==> src/rtl/flowcls_pkg.sv <==
package flowcls_pkg;

  localparam int SRC_W   = 32;
  localparam int DST_W   = 32;
  localparam int PORT_W  = 16;
  localparam int PROTO_W = 8;
  localparam int PAY_W   = 8;
  localparam int KEY_W   = SRC_W + DST_W + 2 * PORT_W + PROTO_W + PAY_W;

  // Field order from most to least significant key bit.
  typedef struct packed {
    logic [SRC_W-1:0]   src_addr;
    logic [DST_W-1:0]   dst_addr;
    logic [PORT_W-1:0]  src_port;
    logic [PORT_W-1:0]  dst_port;
    logic [PROTO_W-1:0] proto;
    logic [PAY_W-1:0]   payload;
  } hdr_fields_t;

  function automatic logic [KEY_W-1:0] pack_key(input hdr_fields_t h);
    return KEY_W'(h);
  endfunction

  // Ternary compare: a set mask bit demands equality, a clear one ignores the bit.
  function automatic logic rule_hits(input logic [KEY_W-1:0] key,
                                     input logic [KEY_W-1:0] value,
                                     input logic [KEY_W-1:0] mask,
                                     input logic             valid);
    return valid && (((key ^ value) & mask) == '0);
  endfunction

endpackage

==> src/rtl/fcl_rule_table.sv <==
module fcl_rule_table #(
  parameter int N     = 8,
  parameter int KW    = 112,
  parameter int FW    = 16,
  parameter int IW    = 3
) (
  input  logic          clk,
  input  logic          rst_n,
  input  logic          wr_en,
  input  logic [IW-1:0] wr_idx,
  input  logic [KW-1:0] wr_value,
  input  logic [KW-1:0] wr_mask,
  input  logic [FW-1:0] wr_fid,
  input  logic          wr_valid,
  output logic [KW-1:0] tbl_value [N],
  output logic [KW-1:0] tbl_mask  [N],
  output logic [FW-1:0] tbl_fid   [N],
  output logic [N-1:0]  tbl_valid
);

  logic [N-1:0] row_sel;

  for (genvar i = 0; i < N; i++) begin : g_row
    assign row_sel[i] = wr_en && (wr_idx == IW'(i));

    always_ff @(posedge clk or negedge rst_n) begin
      if (!rst_n) begin
        tbl_value[i] <= '0;
        tbl_mask[i]  <= '0;
        tbl_fid[i]   <= '0;
        tbl_valid[i] <= 1'b0;
      end else if (row_sel[i]) begin
        tbl_value[i] <= wr_value;
        tbl_mask[i]  <= wr_mask;
        tbl_fid[i]   <= wr_fid;
        tbl_valid[i] <= wr_valid;
      end
    end
  end

  // the addressed row's valid flag takes the written value one edge later.
  p_write_lands_r8: assert property (@(posedge clk) disable iff (!rst_n)
    (wr_en && (32'(wr_idx) < N)) |=> (tbl_valid[$past(wr_idx)] == $past(wr_valid)));

  // at most one row is selected for writing in a cycle.
  p_single_row_write_r8: assert property (@(posedge clk) disable iff (!rst_n)
    $onehot0(row_sel));

endmodule

==> src/rtl/fcl_match_array.sv <==
module fcl_match_array
  import flowcls_pkg::*;
#(
  parameter int N  = 8,
  parameter int KW = KEY_W
) (
  input  logic [KW-1:0] key,
  input  logic [KW-1:0] tbl_value [N],
  input  logic [KW-1:0] tbl_mask  [N],
  input  logic [N-1:0]  tbl_valid,
  output logic [N-1:0]  match_vec
);

  for (genvar i = 0; i < N; i++) begin : g_cmp
    assign match_vec[i] = rule_hits(key, tbl_value[i], tbl_mask[i], tbl_valid[i]);
  end

endmodule

==> src/rtl/fcl_prio_pick.sv <==
module fcl_prio_pick #(
  parameter int N  = 8,
  parameter int IW = 3
) (
  input  logic [N-1:0]  match_vec,
  output logic [N-1:0]  grant_vec,
  output logic [IW-1:0] win_idx,
  output logic          any_hit
);

  always_comb begin
    win_idx   = '0;
    grant_vec = '0;
    any_hit   = |match_vec;
    // Scan from the top down so the lowest set index is the last one kept.
    for (int i = N - 1; i >= 0; i--) begin
      if (match_vec[i]) begin
        win_idx = IW'(i);
      end
    end
    if (any_hit) begin
      grant_vec[win_idx] = 1'b1;
    end
  end

endmodule

==> src/rtl/flow_classifier.sv <==
module flow_classifier
  import flowcls_pkg::*;
#(
  parameter int NUM_RULES = 8,
  parameter int FID_W     = 16,
  localparam int IDX_W    = (NUM_RULES > 1) ? $clog2(NUM_RULES) : 1
) (
  input  logic               clk,
  input  logic               rst_n,
  input  logic               key_valid,
  input  logic [SRC_W-1:0]   src_addr,
  input  logic [DST_W-1:0]   dst_addr,
  input  logic [PORT_W-1:0]  src_port,
  input  logic [PORT_W-1:0]  dst_port,
  input  logic [PROTO_W-1:0] proto,
  input  logic [PAY_W-1:0]   payload_bits,
  input  logic               wr_en,
  input  logic [IDX_W-1:0]   wr_idx,
  input  logic [KEY_W-1:0]   wr_value,
  input  logic [KEY_W-1:0]   wr_mask,
  input  logic [FID_W-1:0]   wr_fid,
  input  logic               wr_valid,
  output logic               res_valid,
  output logic               res_hit,
  output logic [FID_W-1:0]   res_fid
);

  hdr_fields_t          hdr;
  logic [KEY_W-1:0]     search_key;
  logic [KEY_W-1:0]     tbl_value [NUM_RULES];
  logic [KEY_W-1:0]     tbl_mask  [NUM_RULES];
  logic [FID_W-1:0]     tbl_fid   [NUM_RULES];
  logic [NUM_RULES-1:0] tbl_valid;
  logic [NUM_RULES-1:0] match_vec;
  logic [NUM_RULES-1:0] grant_vec;
  logic [IDX_W-1:0]     win_idx;
  logic                 any_hit;
  logic [FID_W-1:0]     win_fid;

  assign hdr.src_addr = src_addr;
  assign hdr.dst_addr = dst_addr;
  assign hdr.src_port = src_port;
  assign hdr.dst_port = dst_port;
  assign hdr.proto    = proto;
  assign hdr.payload  = payload_bits;
  assign search_key   = pack_key(hdr);

  fcl_rule_table #(
    .N (NUM_RULES), .KW(KEY_W), .FW(FID_W), .IW(IDX_W)
  ) u_table (
    .clk      (clk),
    .rst_n    (rst_n),
    .wr_en    (wr_en),
    .wr_idx   (wr_idx),
    .wr_value (wr_value),
    .wr_mask  (wr_mask),
    .wr_fid   (wr_fid),
    .wr_valid (wr_valid),
    .tbl_value(tbl_value),
    .tbl_mask (tbl_mask),
    .tbl_fid  (tbl_fid),
    .tbl_valid(tbl_valid)
  );

  fcl_match_array #(
    .N (NUM_RULES), .KW(KEY_W)
  ) u_match (
    .key      (search_key),
    .tbl_value(tbl_value),
    .tbl_mask (tbl_mask),
    .tbl_valid(tbl_valid),
    .match_vec(match_vec)
  );

  fcl_prio_pick #(
    .N (NUM_RULES), .IW(IDX_W)
  ) u_pick (
    .match_vec(match_vec),
    .grant_vec(grant_vec),
    .win_idx  (win_idx),
    .any_hit  (any_hit)
  );

  assign win_fid = any_hit ? tbl_fid[win_idx] : '0;

  always_ff @(posedge clk or negedge rst_n) begin
    if (!rst_n) begin
      res_valid <= 1'b0;
      res_hit   <= 1'b0;
      res_fid   <= '0;
    end else begin
      res_valid <= key_valid;
      if (key_valid) begin
        res_hit <= any_hit;
        res_fid <= win_fid;
      end
    end
  end

  // a request produces a result on the next cycle.
  p_result_follows_r7: assert property (@(posedge clk) disable iff (!rst_n)
    key_valid |=> res_valid);

  // no result without a request.
  p_no_stray_result_r7: assert property (@(posedge clk) disable iff (!rst_n)
    !key_valid |=> !res_valid);

  // the hit flag reflects the comparator outputs at the request edge.
  p_hit_from_match_r3: assert property (@(posedge clk) disable iff (!rst_n)
    key_valid |=> (res_hit == $past(|match_vec)));

  // a miss reports the default identifier.
  p_miss_zero_fid_r6: assert property (@(posedge clk) disable iff (!rst_n)
    (res_valid && !res_hit) |-> (res_fid == '0));

  // results hold while no search is made.
  p_hold_idle_r9: assert property (@(posedge clk) disable iff (!rst_n)
    !key_valid |=> ($stable(res_hit) && $stable(res_fid)));

  // at most one winner, and only among matching rows.
  p_grant_legal_r5: assert property (@(posedge clk) disable iff (!rst_n)
    $onehot0(grant_vec) && ((grant_vec & ~match_vec) == '0));

  // no matching row sits below the winner.
  p_grant_lowest_r5: assert property (@(posedge clk) disable iff (!rst_n)
    any_hit |-> ((match_vec & (grant_vec - 1'b1)) == '0));

endmodule

==> config.mk <==
export PLATFORM = sky130hd
export DESIGN_NAME = flow_classifier
export DESIGN_NICKNAME = d
export VERILOG_FILES = /design/src/rtl/flowcls_pkg.sv /design/src/rtl/fcl_rule_table.sv /design/src/rtl/fcl_match_array.sv /design/src/rtl/fcl_prio_pick.sv /design/src/rtl/flow_classifier.sv
export SDC_FILE = /design/constraint.sdc
export NUM_CORES = 2
export LEC_CHECK = 0
export BUFFER_PORTS_ARGS = -buffer_cell sky130_fd_sc_hd__buf_2
export CELL_PAD_IN_SITES_DETAIL_PLACEMENT = 0
export CELL_PAD_IN_SITES_GLOBAL_PLACEMENT = 1
export CORE_UTILIZATION = 48
export CTS_CLUSTER_DIAMETER = 40
export DETAILED_ROUTE_END_ITERATION = 8
export GPL_TIMING_DRIVEN = 1
export MAX_ROUTING_LAYER = met4
export PLACE_DENSITY = 0.73
export SYNTH_ARGS = -nofsm -noshare
export SYNTH_HDL_FRONTEND = slang
export SYNTH_SLANG_ARGS = --single-unit
export TNS_END_PERCENT = 30
==> constraint.sdc <==
create_clock -name clk -period 8.3 [get_ports clk]
set_clock_uncertainty 0.05 [all_clocks]
set_input_delay 0 -clock clk [delete_from_list [all_inputs] [get_ports clk]]
set_output_delay 0 -clock clk [all_outputs]
set_load 0.01 [all_outputs]
* Word level (Yosys, flattened, before mapping)
Index checks and enable logic that the tools add are counted.
** Storage, ports and cells
- Flip-flop bits (word level) :: 1946
- Input bits :: 360
- Output and inout bits :: 18
- Logic and storage cells :: 98
** Cells by class
- Magnitude comparators :: 1
- Equality and inequality tests :: 7
- Muxes and demuxes :: 12
- Bitwise gates (word level) :: 17
- Reduce and logical (&&, ||, !) cells :: 26
** Operators with widths (count)
- 112-bit AND :: 8
- 112-bit zero test :: 8
- 112-bit bitwise XOR :: 8
- 16-bit binary-select mux with 3-bit select :: 1
- 16-bit 2-to-1 mux :: 3
- 3-bit 2-to-1 mux :: 8
- 1-bit logical AND :: 16
- 3-bit equality test, second input constant :: 4
- 8-bit OR reduction :: 1
- 3-bit by 2-bit equality test with 1-bit output, second input constant :: 2
- 4-bit >= comparator, second input constant :: 1
- 3-bit inverter with 4-bit output :: 1
- 3-bit by 1-bit equality test with 1-bit output, second input constant :: 1
- 3-bit zero test :: 1

* Logic depth before layout (Yosys ltp)
- Word-level depth :: 17
- Mapped depth :: 13
- Depth with buffers taken out :: 10

* Hierarchy
From an unflattened synthesis, not the netlist that was laid out.
** Second synthesis, totals
- Cells, all modules :: 5842
- Area total of the unflattened synthesis :: 85894.9 um^2
** By module, submodules not included
- fcl_rule_table :: times used 1, cells each 4079, area each 71137.0 um^2, seq. area each 48246.3 um^2
- fcl_match_array :: times used 1, cells each 1585, area each 12893.6 um^2, seq. area each 0.0 um^2
- flow_classifier :: times used 1, cells each 153, area each 1719.1 um^2, seq. area each 450.4 um^2
- fcl_prio_pick :: times used 1, cells each 25, area each 145.1 um^2, seq. area each 0.0 um^2

* Worst setup path before layout
No wires, ideal clock.
- Path type :: register -> register
- Start :: register u_table.tbl_value[531] in the netlist's numbering
- End :: register res_fid[13]
- Setup time :: 130 ps
- Arrival time :: 2804 ps
- Data required time :: 8120 ps
- Setup slack :: 5317 ps
- Stages on the path, launching flop included :: 12
- Path buffers :: 1
- Clock period less this slack :: 2983 ps
- Path through :: dfrtp_1 xor2_1 a222oi_1 inv_1 nor4_2 nand4_1 and2_1 a221oi_4 buf_4 mux2_2 a222oi_1 o21ai_1
** On the way
- Word-level cells in the longest chain between the ends :: 13
- Elaborated cells on any way between the ends :: 14
- Classes of those cells :: mux: 8; bitwise: 3; reduce/logical: 3
** RTL lines
- start: declaration :: RTL line fcl_rule_table.sv:15 : output logic [KW-1:0] tbl_value [N],
- start signal: indexed assignment :: RTL line fcl_rule_table.sv:33 : tbl_value[i] <= wr_value;
- 112-bit bitwise XOR * :: RTL line flowcls_pkg.sv:29 : return valid && (((key ^ value) & mask) == '0);
- 112-bit AND * :: RTL line flowcls_pkg.sv:29
- 112-bit zero test * :: RTL line flowcls_pkg.sv:29
- 1-bit logical AND * :: RTL line flowcls_pkg.sv:29
- 3-bit 2-to-1 mux (4 in series) :: RTL line fcl_prio_pick.sv:17 : if (match_vec[i]) begin
- 3-bit inverter with 4-bit output (not written as such) :: RTL line flow_classifier.sv:84 : assign win_fid = any_hit ? tbl_fid[win_idx] : '0;
- 16-bit binary-select mux with 3-bit select :: RTL line flow_classifier.sv:84
- 16-bit 2-to-1 mux (not written as such) (2 in series) :: RTL line flow_classifier.sv:84
- 16-bit 2-to-1 mux * :: RTL line flow_classifier.sv:84
- end signal: assignment :: RTL line flow_classifier.sv:95 : res_fid <= win_fid;
- end: declaration :: RTL line flow_classifier.sv:25 : output logic [FID_W-1:0] res_fid
Every way passes the cells marked *; elsewhere a longest branch is shown, timed or not. The select of a mux whose other input is x is not followed.
A chain may end at the register's enable or synchronous reset.

* Worst setup path in the final report
- Start :: register u_table.tbl_value[201] in the netlist's numbering
- End :: register res_fid[2]
** On the way
- Word-level cells in the longest chain between the ends :: 16
- Elaborated cells on any way between the ends :: 17
- Classes of those cells :: mux: 11; bitwise: 3; reduce/logical: 3
** RTL lines (RTL line)
- 112-bit bitwise XOR * :: flowcls_pkg.sv:29
- 112-bit AND * :: flowcls_pkg.sv:29
- 112-bit zero test * :: flowcls_pkg.sv:29
- 1-bit logical AND * :: flowcls_pkg.sv:29
- 3-bit 2-to-1 mux (7 in series) :: fcl_prio_pick.sv:17
- 3-bit inverter with 4-bit output (not written as such) :: flow_classifier.sv:84
- 16-bit binary-select mux with 3-bit select :: flow_classifier.sv:84
- 16-bit 2-to-1 mux (not written as such) (2 in series) :: flow_classifier.sv:84
- 16-bit 2-to-1 mux * :: flow_classifier.sv:84
Marked as above.

==> metrics.txt <==
clock root buffer=clkbuf_16; endpoints failing setup=0; CP Launch Type=register; Fmax=~180 MHz; DRC viols=0; largest net degree at the start of global routing=between 150 and 200; crit path time final=5560 ps; core box area=about 0.18 mm²; synth unique cells=49; clock-pin slew of the registers on the worst-case setup and hold paths=about 60 ps; routability congestion estimate=1.03; Final Hold Vio Count=0; post-placement setup slack=approximately 2700 ps; cell taking the most area after synthesis=dfrtp_1; max_cap viols=0; post_cts resized=0; initial antenna violation count=between 70 and 80; antenna violation net count after detailed routing=0; vias in the first global route=around 60000; crit-path max FO=14; Synth Instances=6153; Initial DRC Count=a little over 7000; Synth top area share=between 50% and 60%; status=complete, no violations; Synth async-reset ratio=100%; die height=~430 µm; Crit. End Element=register; WL/cell=38.1 µm; DR pass1 iterations=6; CTS tree=built; Pleak=roughly 46 nW; grt ovf=0; post-CTS setup buffer count=0; via/cell ratio=6.29; prevailing post-synth register cell=dfrtp_1; Num CTS Buffers=320; Net Sw Power=10.3 mW; DRT Wirelength=between 300 and 400 mm; Starting Density=48.4%; Post-synth EDFFs=0; GRT Util Overall=approximately 41%; synth top area cells=dfrtp_1 (56%), mux2_2 (25%), xor2_1 (9.0%), a22oi_1 (5.1%), nand4_1 (1.3%); PortBufs=377; post-synthesis register bit count=slightly below 2000; die span in x=roughly 430 µm; VDD IR max=between 0.2 and 0.25 mV; placed instance area=roughly 0.09 mm²; Worst-Skew Late Latency=approximately 950 ps; Netlist Area Pre-Place=0.0875 mm²; CTS Buffer Depth=4; worst rel slew slack=just over 7%; register area share after synthesis=a little under three fifths; sequential share of power=38.8%; Int Power=roughly 23 mW; Yosys warnings=0; via count=60142; Pwr Density=between 300 and 400 mW/mm²; TNS Setup=0 ps; required time of the critical path=around 9000 ps; Worst-Margin Slew=1390 ps; Syn Nets=between 6000 and 7000; Final Cycle Share=roughly two thirds; # rows=around 160; synthesized area per cell=approximately 14 µm²; area added between synthesis and finish=21.0%; most frequent cells after synthesis=dfrtp_1 (1946), mux2_2 (1943), xor2_1 (896); Final nets=approximately 7300; count of pins over their slew limit=0; setup ws final=~2700 ps; Clk pwr share=around 41%; RSZ-0062 raised after global routing=no; Comb pwr share=between 20% and 30%; I/O pin count=roughly 380; layout cell share with drive strength beyond 1=between 40% and 50%; CP arrival=between 6000 and 7000 ps; Crit Path Class=reg2reg; post-route cell area=~0.11 mm²; first-pass GRT wire length=~500 mm; switching part of the total power=30.8%; DIE AREA=about 0.18 mm²; DPL Wire Length=about 250 mm; most common cell in the netlist=dfrtp_1; clock sinks=between 1500 and 2000; FILL cells=approximately 14000; CTS H-tree lvls=5; Worst Hold Class=in2reg
final cells by class:
cell class / count / area [µm²] / area share, %
Clock inverter: 167 / 2170 / 2.05
Timing Repair Buffer: 782 / 6000 / 5.67
Tap cell: 2370 / 2970 / 2.80
Antenna cell: 35 / 87.6 / 0.0827
Multi-Input combinational cell: 3852 / 37200 / 35.1
Clock buffer: 388 / 8750 / 8.27
Inverter: 14 / 52.6 / 0.0496
Sequential cell: 1946 / 48700 / 46.0
cell families (layout without fill, tap and decap cells):
family	count (synthesis)	count (layout)	synth area share, %
mux	1975	1975	25.4
flops	1946	1946	55.7
xor+xnor	896	896	8.97
compound gates	673	673	5.86
buf+inv	355	1351	1.93
simple gates	308	308	2.22
other cells	0	35	0
worst max-delay path, stage by stage (launching register included):
cell	delay (ps)
dfrtp_1	400
xor2_1	150
a22oi_1	750
nand4_1	170
nor4_1	940
nand4_1	700
a211oi_1	670
o21ba_1	690
buf_4	380
mux2i_1	120
a221o_1	310
o21ai_1	120
flip-flops by register name, indices dropped and copies added (netlist names):
name / count
u_table.tbl_fid: 128
res_hit: 1
res_valid: 1
u_table.tbl_valid: 8
u_table.tbl_mask: 896
u_table.tbl_value: 896
res_fid: 16
stage by stage:
stage,hold slack (ps),util [%],total power [mW],std cells
finish,38.8,58.5,33.5,9554
global route,29.0,58.5,34.5,9541
CTS,2.64,58.5,33.4,9519
detailed placement,25.0,50.6,19.6,8633
global placement,34.8,50.6,19.4,8633
floorplan,-346,-,16.4,6153
routing by layer:
| layer | GRT usage [%] | routed length, µm | vias to the layer above |
|---|---|---|---|
| met1 | 53.8 | 151000 | 32306 |
| li1 | - | - | 24149 |
| met2 | 58.0 | 159000 | 2957 |
| met5 | - | 0 | - |
| met4 | 22.5 | 23700 | 0 |
| met3 | 8.76 | 30800 | 730 |
power by group through the flow:
| stage | combinational, mW | clock [mW] | sequential, mW |
|---|---|---|---|
| after floorplan | 3.71 | 0 | 12.7 |
| after global placement | 6.45 | 0 | 13.0 |
| after detailed placement | 6.54 | 0 | 13.1 |
| after CTS | 6.71 | 13.7 | 12.9 |
| after global routing | 7.07 | 14.2 | 13.2 |
| final | 6.87 | 13.7 | 13.0 |
cells in the final DEF, fill, tap and decap left out, types with 3 or more instances in the layout:
master,synthesis,final
and4_1,3,3
mux2_2,1943,1943
inv_6,0,38
clkbuf_8,0,34
nand4b_1,4,4
inv_1,14,14
buf_2,82,376
o21ai_0,7,7
o211ai_1,12,12
bufinv_16,0,41
diode_2,0,35
clkbuf_1,218,27
nand2b_1,27,27
nor4_2,8,10
nor2_1,3,3
a22oi_1,592,592
a222oi_1,19,19
clkinv_4,0,20
nor4_1,23,21
clkinvlp_4,0,32
xor2_1,896,896
nor3_1,21,18
nor3b_2,1,3
nand4_1,182,182
o21ai_1,11,11
dlygate4sd3_1,0,330
a221o_1,11,11
clkbuf_16,0,327
a21oi_1,4,4
nand2_1,24,24
buf_12,2,18
buf_4,18,57
nor3_2,0,3
dfrtp_1,1946,1946
mux2i_1,32,32
clkinv_2,0,35
timing repair:
item,CTS,global route
endpoints found under the setup margin,0,0
hold buffers,331,0
hold endpoints to repair,2632,0
path summary, 6_finish.rpt:
check | depth (start not counted) | slack, ps | to | startpoint
max in group asynchronous | 5 | 5970 | u_table.tbl_mask[819] | rst_n
min in group asynchronous | 4 | 380 | u_table.tbl_value[417] | rst_n
setup reg to reg | 11 | 2740 | res_fid[2] | u_table.tbl_value[201]
hold reg to reg | 1 | 450 | u_table.tbl_fid[48] | u_table.tbl_fid[48]
hold / removal | 3 | 40 | u_table.tbl_value[17] | wr_value[17]
setup / recovery | 11 | 2740 | res_fid[2] | u_table.tbl_value[201]
No activity file was read; power rests on OpenSTA's default activity.
